==> config.mk <==
export PLATFORM = sky130hd
export DESIGN_NAME = vc_out_alloc
export DESIGN_NICKNAME = d
export VERILOG_FILES = /design/src/rtl/vc_alloc_pkg.sv /design/src/rtl/vco_rr_pick.sv /design/src/rtl/vco_credit_ctr.sv /design/src/rtl/vc_out_alloc.sv
export SDC_FILE = /design/constraint.sdc
export NUM_CORES = 1
export LEC_CHECK = 0
export ABC_CLOCK_PERIOD_IN_PS = 5800
export BUFFER_PORTS_ARGS = -buffer_cell sky130_fd_sc_hd__buf_2
export CAP_MARGIN = 30
export CORE_ASPECT_RATIO = 0.9
export CORE_MARGIN = 2
export CORE_UTILIZATION = 25
export DETAILED_ROUTE_END_ITERATION = 7
export PLACE_DENSITY = 0.55
export SLEW_MARGIN = 20
export SYNTH_ARGS = -nofsm -noshare
export SYNTH_HDL_FRONTEND = slang
export SYNTH_SLANG_ARGS = --single-unit
==> constraint.sdc <==
create_clock -name clk -period 5.8 [get_ports clk]
set_input_delay 1.16 -clock clk [delete_from_list [all_inputs] [get_ports clk]]
set_output_delay 1.16 -clock clk [all_outputs]
set_load 0.02 [all_outputs]
==> src/rtl/vc_alloc_pkg.sv <==
`timescale 1ns/1ps
package vc_alloc_pkg;

    typedef enum logic [1:0] {
        KIND_BODY   = 2'b00,
        KIND_TAIL   = 2'b01,
        KIND_HEAD   = 2'b10,
        KIND_SINGLE = 2'b11
    } flit_kind_e;

    function automatic logic kind_opens(input logic [1:0] k);
        return k[1];
    endfunction

    function automatic logic kind_closes(input logic [1:0] k);
        return k[0];
    endfunction

    function automatic int idx_width(input int n);
        return (n > 1) ? $clog2(n) : 1;
    endfunction

endpackage

==> src/rtl/vco_rr_pick.sv <==
`timescale 1ns/1ps
module vco_rr_pick #(
    parameter int N = 4
) (
    input  logic                                 clk,
    input  logic                                 rst,
    input  logic [N-1:0]                         req,
    input  logic                                 advance,
    output logic [N-1:0]                         gnt,
    output logic                                 any,
    output logic [vc_alloc_pkg::idx_width(N)-1:0] gnt_idx
);
    localparam int IDX_W = vc_alloc_pkg::idx_width(N);

    logic [IDX_W-1:0] last_q;

    function automatic int slot(input int base, input int k);
        return (base + 1 + k) % N;
    endfunction

    always_comb begin
        gnt     = '0;
        any     = 1'b0;
        gnt_idx = '0;
        for (int k = 0; k < N; k++) begin
            if (!any && req[slot(int'(last_q), k)]) begin
                any                         = 1'b1;
                gnt[slot(int'(last_q), k)] = 1'b1;
                gnt_idx                     = IDX_W'(slot(int'(last_q), k));
            end
        end
    end

    always_ff @(posedge clk) begin
        if (rst) begin
            last_q <= IDX_W'(N - 1);
        end else if (advance && any) begin
            last_q <= gnt_idx;
        end
    end

    p_pick_onehot_r7: assert property (@(posedge clk) disable iff (rst)
        $onehot0(gnt) && ((gnt & ~req) == '0));

endmodule

==> src/rtl/vco_credit_ctr.sv <==
`timescale 1ns/1ps
module vco_credit_ctr #(
    parameter int DEPTH = 4
) (
    input  logic clk,
    input  logic rst,
    input  logic take,
    input  logic give,
    output logic avail
);
    localparam int CNT_W = $clog2(DEPTH + 1);

    logic [CNT_W-1:0] count_q;

    always_ff @(posedge clk) begin
        if (rst) begin
            count_q <= CNT_W'(DEPTH);
        end else begin
            case ({take, give})
                2'b10:   count_q <= count_q - 1'b1;
                2'b01:   count_q <= count_q + 1'b1;
                default: count_q <= count_q;
            endcase
        end
    end

    assign avail = (count_q != '0);

    p_no_overflow_r4: assert property (@(posedge clk) disable iff (rst)
        !(give && !take && count_q == CNT_W'(DEPTH)));

    p_no_underflow_r4: assert property (@(posedge clk) disable iff (rst)
        take |-> count_q != '0);

endmodule

==> src/rtl/vc_out_alloc.sv <==
`timescale 1ns/1ps
module vc_out_alloc
    import vc_alloc_pkg::*;
#(
    parameter int NUM_IN     = 4,
    parameter int NUM_VC     = 4,
    parameter int CRED_DEPTH = 4,
    parameter int DATA_W     = 16
) (
    input  logic                                   clk,
    input  logic                                   rst,
    input  logic [NUM_IN-1:0]                      in_valid,
    input  logic [NUM_IN-1:0][1:0]                 in_kind,
    input  logic [NUM_IN-1:0][DATA_W-1:0]          in_data,
    output logic [NUM_IN-1:0]                      in_grant,
    input  logic [NUM_VC-1:0]                      credit_ret,
    output logic                                   out_valid,
    output logic [vc_alloc_pkg::idx_width(NUM_VC)-1:0] out_vc,
    output logic [1:0]                             out_kind,
    output logic [DATA_W-1:0]                      out_data
);
    localparam int VC_W = idx_width(NUM_VC);
    localparam int IN_W = idx_width(NUM_IN);

    // per-input ownership of a downstream channel
    logic [NUM_IN-1:0]            own_valid;
    logic [NUM_IN-1:0][VC_W-1:0]  own_vc;
    logic [NUM_VC-1:0]            vc_busy;

    logic [NUM_VC-1:0]            credit_ok;
    logic [NUM_VC-1:0]            cred_take;

    logic [NUM_VC-1:0]            pick_gnt;
    logic                         pick_any;
    logic [VC_W-1:0]              pick_idx;

    logic [NUM_IN-1:0]            eligible;
    logic                         link_any;
    logic [IN_W-1:0]              win_idx;
    logic [1:0]                   win_kind;
    logic                         win_opens;
    logic                         win_closes;
    logic [VC_W-1:0]              send_vc;

    // free-channel chooser
    vco_rr_pick #(.N(NUM_VC)) u_vc_pick (
        .clk     (clk),
        .rst     (rst),
        .req     (~vc_busy & credit_ok),
        .advance (link_any && win_opens),
        .gnt     (pick_gnt),
        .any     (pick_any),
        .gnt_idx (pick_idx)
    );

    always_comb begin
        for (int i = 0; i < NUM_IN; i++) begin
            if (kind_opens(in_kind[i])) begin
                eligible[i] = in_valid[i] && !own_valid[i] && pick_any;
            end else begin
                eligible[i] = in_valid[i] && own_valid[i] && credit_ok[own_vc[i]];
            end
        end
    end

    // link arbiter
    vco_rr_pick #(.N(NUM_IN)) u_link_pick (
        .clk     (clk),
        .rst     (rst),
        .req     (eligible),
        .advance (1'b1),
        .gnt     (in_grant),
        .any     (link_any),
        .gnt_idx (win_idx)
    );

    assign win_kind   = in_kind[win_idx];
    assign win_opens  = kind_opens(win_kind);
    assign win_closes = kind_closes(win_kind);
    assign send_vc    = win_opens ? pick_idx : own_vc[win_idx];

    // credit counters, one per downstream channel
    for (genvar v = 0; v < NUM_VC; v++) begin : g_credit
        assign cred_take[v] = link_any && (send_vc == VC_W'(v));
        vco_credit_ctr #(.DEPTH(CRED_DEPTH)) u_ctr (
            .clk   (clk),
            .rst   (rst),
            .take  (cred_take[v]),
            .give  (credit_ret[v]),
            .avail (credit_ok[v])
        );
    end

    always_ff @(posedge clk) begin
        if (rst) begin
            own_valid <= '0;
            own_vc    <= '0;
            vc_busy   <= '0;
            out_valid <= 1'b0;
            out_vc    <= '0;
            out_kind  <= '0;
            out_data  <= '0;
        end else begin
            out_valid <= link_any;
            out_vc    <= send_vc;
            out_kind  <= win_kind;
            out_data  <= in_data[win_idx];
            if (link_any) begin
                if (win_opens && !win_closes) begin
                    own_valid[win_idx] <= 1'b1;
                    own_vc[win_idx]    <= pick_idx;
                    vc_busy            <= vc_busy | pick_gnt;
                end else if (!win_opens && win_closes) begin
                    own_valid[win_idx]        <= 1'b0;
                    vc_busy[own_vc[win_idx]]  <= 1'b0;
                end
            end
        end
    end

    p_grant_onehot_r7: assert property (@(posedge clk) disable iff (rst)
        $onehot0(in_grant));

    p_out_follows_r10: assert property (@(posedge clk) disable iff (rst)
        (|in_grant) |=> out_valid);

    p_out_idle_r10: assert property (@(posedge clk) disable iff (rst)
        !(|in_grant) |=> !out_valid);

    p_head_holds_r2: assert property (@(posedge clk) disable iff (rst)
        (out_valid && out_kind == KIND_HEAD) |-> vc_busy[out_vc]);

    p_body_on_owned_r3: assert property (@(posedge clk) disable iff (rst)
        (out_valid && out_kind == KIND_BODY) |-> vc_busy[out_vc]);

    p_close_frees_r5: assert property (@(posedge clk) disable iff (rst)
        (out_valid && out_kind[0]) |-> !vc_busy[out_vc]);

endmodule

# Word-level counts from Yosys, hierarchy flattened
# Index checks and enable logic that the tools add are counted.
# classes
n_reduce_logical	72
muxes	98
n_eq_ne	11
add_sub_neg	16
magnitude_cmp	24
n_bitwise	22
# op_table
operator	count
$add A32 B3 Y32 const B	4
$add A32 B2 Y32 const B	2
$mux W4	12
$mux W1	42
$logic_and A1 B1 Y1	40
$bmux W16 S2	1
$lt A3 B4 Y1 const B	8
$or A4 B4 Y4	8
$bmux W1 S2	12
$ge A3 B1 Y1 const B	8
$mux W2	12
$pmux W3 S2	4
$demux W1 S2	10
$lt A2 B3 Y1 const B	6
$mux W16	1
$reduce_or A2 Y1	8
$add A3 B1 Y3 const B	4
$and A4 B4 Y4	3
$eq A2 B2 Y1 const B	6
$logic_not A1 Y1	12
$not A4 Y4	3
$reduce_bool A3 Y1	4
$sub A3 B1 Y3 const B	4
$eq A2 B1 Y1 const B	5
other kinds (10)	24
# word_totals
wordCells	259
in_bits	82
output_inout_bits	25
reg_bits	53

# Depth between registers and ports, before layout
# logic_depth
word_depth	41
mapped_depth	23
mapped_depth_nobuf	19

# Hierarchy
# Synthesis repeated with hierarchy kept, for this count alone.
# unflattened
cells_unflattened	379
area_unflattened_um2	3838.7
# by_module_without_submodules
module	cells_each	seq_area_each_um2	area_per_inst_um2	n_inst
vc_out_alloc	179	740.7	2052.0	1
vco_rr_pick	68	40.0	573.0	2
vco_credit_ctr	16	60.1	160.2	4

# Worst setup path before layout
# OpenSTA, ideal clock, no wires.
# synth_timing
path_kind	input to register
startpoint	input in_kind[1] (netlist bit)
endpoint	register g_credit[3].u_ctr.count_q[2]
path_slack_ns	0.384
arrival_ns	5.283
required_ns	5.668
setup_ns	0.132
stages	20
n_path_buf	2
path_cell_list	nand3b_1 a2111oi_0 nor2_1 nand2_1 nor2_1 a221oi_1 a2111oi_0 a211oi_2 buf_4 mux2i_1 mux2i_1 buf_2 nor2_1 a32oi_1 ha_1 inv_1 fa_1 xor2_1 o21ai_0 or3b_2
# synth_via
elab_chain_len	21
elab_cells_between_ends	38
classes_between	eq/ne (3); mux (27); reduce/logical (8)
# synth_lines
element	line	source
from (decl)	vc_out_alloc.sv:13	input logic [NUM_IN-1:0][1:0] in_kind,
$mux W1	vc_out_alloc.sv:58	if (kind_opens(in_kind[i])) begin
$bmux W1 S2	vco_rr_pick.sv:26	if (!any && req[slot(int'(last_q), k)]) begin
$mux W1 (implied by the code) (2 in a row)	vco_rr_pick.sv:26	
$mux W1	vco_rr_pick.sv:26	
$logic_not A1 Y1	vco_rr_pick.sv:26	
$logic_and A1 B1 Y1	vco_rr_pick.sv:26	
$mux W1	vco_rr_pick.sv:26	
$logic_not A1 Y1	vco_rr_pick.sv:26	
[... 5 more ...]	n/a	
$bmux W2 S2 *	vc_out_alloc.sv:77	assign win_kind = in_kind[win_idx];
$mux W2 (implied by the code) *	vc_out_alloc.sv:77	
net win_kind[1]	vc_out_alloc.sv:40	logic [1:0] win_kind;
$mux W2 *	vc_out_alloc.sv:80	assign send_vc = win_opens ? pick_idx : own_vc[win_idx];
$eq A2 B2 Y1 *	vc_out_alloc.sv:84	assign cred_take[v] = link_any && (send_vc == VC_W'(v));
$logic_and A1 B1 Y1 *	vc_out_alloc.sv:84	
$eq A2 B1 Y1 / $eq A2 B2 Y1 (equally long branches)	vco_credit_ctr.sv:19	case ({take, give})
$pmux W3 S2 / $reduce_bool A2 Y1 (equally long branches)	n/a	
to (signal assigned)	vco_credit_ctr.sv:20	2'b10: count_q <= count_q - 1'b1;
to (signal assigned)	vco_credit_ctr.sv:21	2'b01: count_q <= count_q + 1'b1;
to (signal assigned)	vco_credit_ctr.sv:22	default: count_q <= count_q;
to (decl)	vco_credit_ctr.sv:13	logic [CNT_W-1:0] count_q;
# Mark *: on every way through the listed nets, which the timed path passes. The rest lies on a longest branch. The select of a mux whose other input is x is not followed.
# A chain may end at the register's enable or synchronous reset.

# Worst setup path after layout
# layout_timing
startpoint	register u_vc_pick.last_q[0]
endpoint	register g_credit[1].u_ctr.count_q[2]
# layout_via
elab_chain_len	36
elab_cells_between_ends	75
classes_between	add/sub (4); eq/ne (3); mux (50); reduce/logical (18)
# layout_lines
element	line	source
from (decl)	vco_rr_pick.sv:15	logic [IDX_W-1:0] last_q;
from (signal assigned)	vco_rr_pick.sv:36	last_q <= IDX_W'(N - 1);
from (signal assigned)	vco_rr_pick.sv:38	last_q <= gnt_idx;
$add A2 B1 Y3 *	vco_rr_pick.sv:18	return (base + 1 + k) % N;
branches (longest 32 deep; another with $add A32 B2 Y32)	n/a	
$logic_and A1 B1 Y1 *	vc_out_alloc.sv:84	
$eq A2 B1 Y1 / $eq A2 B2 Y1 (equally long branches)	vco_credit_ctr.sv:19	
$pmux W3 S2 / $reduce_bool A2 Y1 (equally long branches)	n/a	
to (signal assigned)	vco_credit_ctr.sv:20	
to (signal assigned)	vco_credit_ctr.sv:21	
to (signal assigned)	vco_credit_ctr.sv:22	
to (decl)	vco_credit_ctr.sv:13	
# Every way passes the cells marked *. The select of a mux whose other input is x is not followed.

==> flow_metrics.tcl <==
set metrics [dict create \
    synth_xor_area_share_pct 2.00 \
    yosys.area_share.simple_pct 22.5 \
    viasPerCell 5.13 \
    synth-adder-area-share_pct 6.16 \
    r2r_slack_ps 300 \
    worst_pin_slew_ps 815 \
    holdBufCountCts 0 \
    final_common_cell "buf_2" \
    grt_first_pass_wirelength_mm 19.0 \
    dieArea_mm2 0.0168 \
    ys_seq_area_share_pct 26.9 \
    critical_path_class "reg -> reg" \
    critPathArrivalTime_ps 5670 \
    holdCritPathClass "reg -> reg" \
    grt_pass1_vias 3828 \
    drv_cap 0 \
    die_h_um 123 \
    timing.critical_path.fanout_max 9 \
    synth-compound-area-share_pct 16.2 \
    fin_tns_setup_ps 0 \
    first_pass_iters 4 \
    setup_viol 0 \
    r2r_cells 20 \
    dp_hpwl_mm 9.32 \
    synth_mux_area_share_pct 22.0 \
    synth_edf_count 0 \
    ys.warnings.count 0 \
    drc 0 \
    clock_sinks 53 \
    power_w 0.00325 \
    layout-drive-gt1-share_pct 33.5 \
    nFillCells 1612 \
    yosysUniqueCellTypes 62 \
    die_x_um 136 \
    place_ws_ps -168 \
    finalWirelength_mm 11.8 \
    mostFrequentLayoutCells "buf_2, nor2_1, dfxtp_1" \
    setup_ws_ps 302 \
    dpl_cell_area_mm2 0.00473 \
    synthFlopType "dfxtp_1" \
    clock_path_buffers 2 \
    grt-ovfl-total 0 \
    p_leak_nw 2.17 \
    power.density_mw_per_mm2 655 \
    cts-root-buf "clkbuf_16" \
    grt_use_total_pct 14.3 \
    critPathRequiredTime_ps 5970 \
    start_util_pct 25.5 \
    fin_skew_ps 6.25 \
    synth_top_family_by_area "simple AND/OR/NAND/NOR gates" \
    r2r-end "g_credit[1].u_ctr.count_q[2]" \
    seq_area_mm2 0.00106 \
    period_needed_ps 5500 \
    min_path_cells 2 \
    endpoint_kind "flop" \
    ys_ff_latch 53 \
    clk-insertion-delay-late_ps 300 \
    antenna_left 0 \
    async_flop_share_pct 0 \
    drt_iter0_drc 220 \
    fin_crit_sh_pct 94.8 \
    postLayoutCoreUtil_pct 32.1 \
    antenna_found_initial 1 \
    synth_top_area_cell "dfxtp_1" \
    htreeDepth 2 \
    grt_max_degree 56 \
    io_buffer_count 106 \
    drv_slew 0 \
    cts-buffers-inserted 5 \
    wl_per_cell_um 15.7 \
    fmax_mhz 182 \
    path_clk_slew_ps 70 \
    rsz0062_at_grt "no" \
    finalHoldViolCount 0 \
    num_rows 43 \
    peakVddDrop_mv 0.230 \
    multi_input_area_mm2 0.00275 \
    avgSynthCellArea_um2 9.02 \
    nets 647 \
    regToRegStartpoint "u_vc_pick.last_q[0]" \
    yosys-top-cells-area "dfxtp_1, mux4_2, mux2i_1" \
    syn_to_final_growth_pct 25.8 \
    status "completed" \
    place.gp.congestion 0.919 \
    netlist_area_mm2 0.00394 \
    core_area_mm2 0.0154 \
    fin_area_mm2 0.00496 \
    netlist.area_leader.share_pct 26.9 \
    pin_count 107 \
    num_vias 3855 \
    cts_tree "yes" \
    start_kind "flop" \
    synth_nets 536 \
    relSlewSlack_pct 45.6 \
    syn_inst 437 \
]
## per-layer routing
layer,track usage (%),wire length (µm)
met5,0,0
met4,4.62,267
met3,2.09,323
met2,23.4,5710
met1,19.6,5480
## kinds of logic (layout without fill, tap and decap cells)
| family | Yosys count | count (layout) |
|---|---|---|
| XOR/XNOR | 9 | 9 |
| adder cells (fa/ha/maj) | 17 | 17 |
| AND/OR/NAND/NOR | 172 | 172 |
| AO/OA/AOI/OAI | 90 | 90 |
| buffers and inverters | 38 | 150 |
| other | 0 | 1 |
| flip-flops | 53 | 53 |
| multiplexers | 58 | 58 |
## cell type report
| class | instances | share of cell area [%] |
|---|---|---|
| diodes | 1 | 0.0505 |
| clock buffers | 5 | 2.52 |
| clock inverters | 3 | 0.429 |
| inverters | 17 | 1.29 |
| multi-input cells | 346 | 55.4 |
| flip-flops and latches | 53 | 21.4 |
| well taps | 202 | 5.10 |
| repair buffers | 125 | 13.8 |
## flip-flops by register name, summed over array words and instances, names as in the netlist, named ones only
signal / cells
g_credit.u_ctr.count_q: 12
u_vc_pick.last_q: 2
own_vc: 8
out_vc: 2
out_kind: 2
u_link_pick.last_q: 2
out_data: 16
vc_busy: 4
out_valid: 1
## power by group
part	internal [W]	switching (W)	total [W]	leakage, nW
Clock	0.000161	0.000140	0.000301	0.0702
Sequential	0.000498	0.0000991	0.000597	0.437
Combinational	0.00104	0.00131	0.00235	1.66
## Yosys cell counts (all sizes together), types with 3 or more instances
library cell / count
o21ai: 18
a22oi: 14
xor2: 8
a32oi: 4
nand2: 28
dfxtp: 53
a211oi: 11
ha: 13
nor2b: 20
or2: 4
or3b: 4
nand2b: 3
a31oi: 4
mux2: 4
a21oi: 14
nor2: 61
inv: 17
o221ai: 5
buf: 7
nand3: 7
nor3: 23
clkbuf: 14
mux4: 21
fa: 4
nand4b: 3
mux2i: 33
nand3b: 3
nor4: 6
## worst max path at each step
stage	from	cells past startpoint	slack [ps]	end
global placement	in_kind[1]	20	-20	g_credit[3].u_ctr.count_q[2]
detailed placement	in_kind[1]	20	-170	g_credit[3].u_ctr.count_q[2]
CTS	u_vc_pick.last_q[0]	18	90	g_credit[2].u_ctr.count_q[2]
floorplan	in_kind[1]	20	380	g_credit[3].u_ctr.count_q[2]
finish	u_vc_pick.last_q[0]	20	300	g_credit[1].u_ctr.count_q[2]
global route	u_vc_pick.last_q[1]	19	20	g_credit[3].u_ctr.count_q[2]
## metrics by stage
| step | instances | hold slack, ps |
|---|---|---|
| global placement | 738 | 500 |
| CTS | 746 | 531 |
| global route | 752 | 566 |
| floorplan | 437 | 478 |
| detailed placement | 738 | 514 |
| finish | 752 | 532 |
## what timing repair did
item,CTS,global route
setup endpoints to repair,0,4
endpoints found under the hold margin,0,0
setup buffers,0,4
gates resized for setup,0,7
## critical path, stage by stage, from the launching register on
cell and delay (ps):
dfxtp_1 320, buf_4 170, ha_1 270, nor2_1 240, mux4_2 450, or2_4 330
o21ai_2 260, nand2b_1 90, mux4_2 490, o21ba_4 290, mux2i_4 350, buf_4 180
mux2i_2 320, nor2b_1 90, a21oi_1 150, ha_1 190, inv_1 60, fa_1 370
xor2_1 180, o21ai_0 140, or3b_2 440
Power figures use the tool's default switching activity.
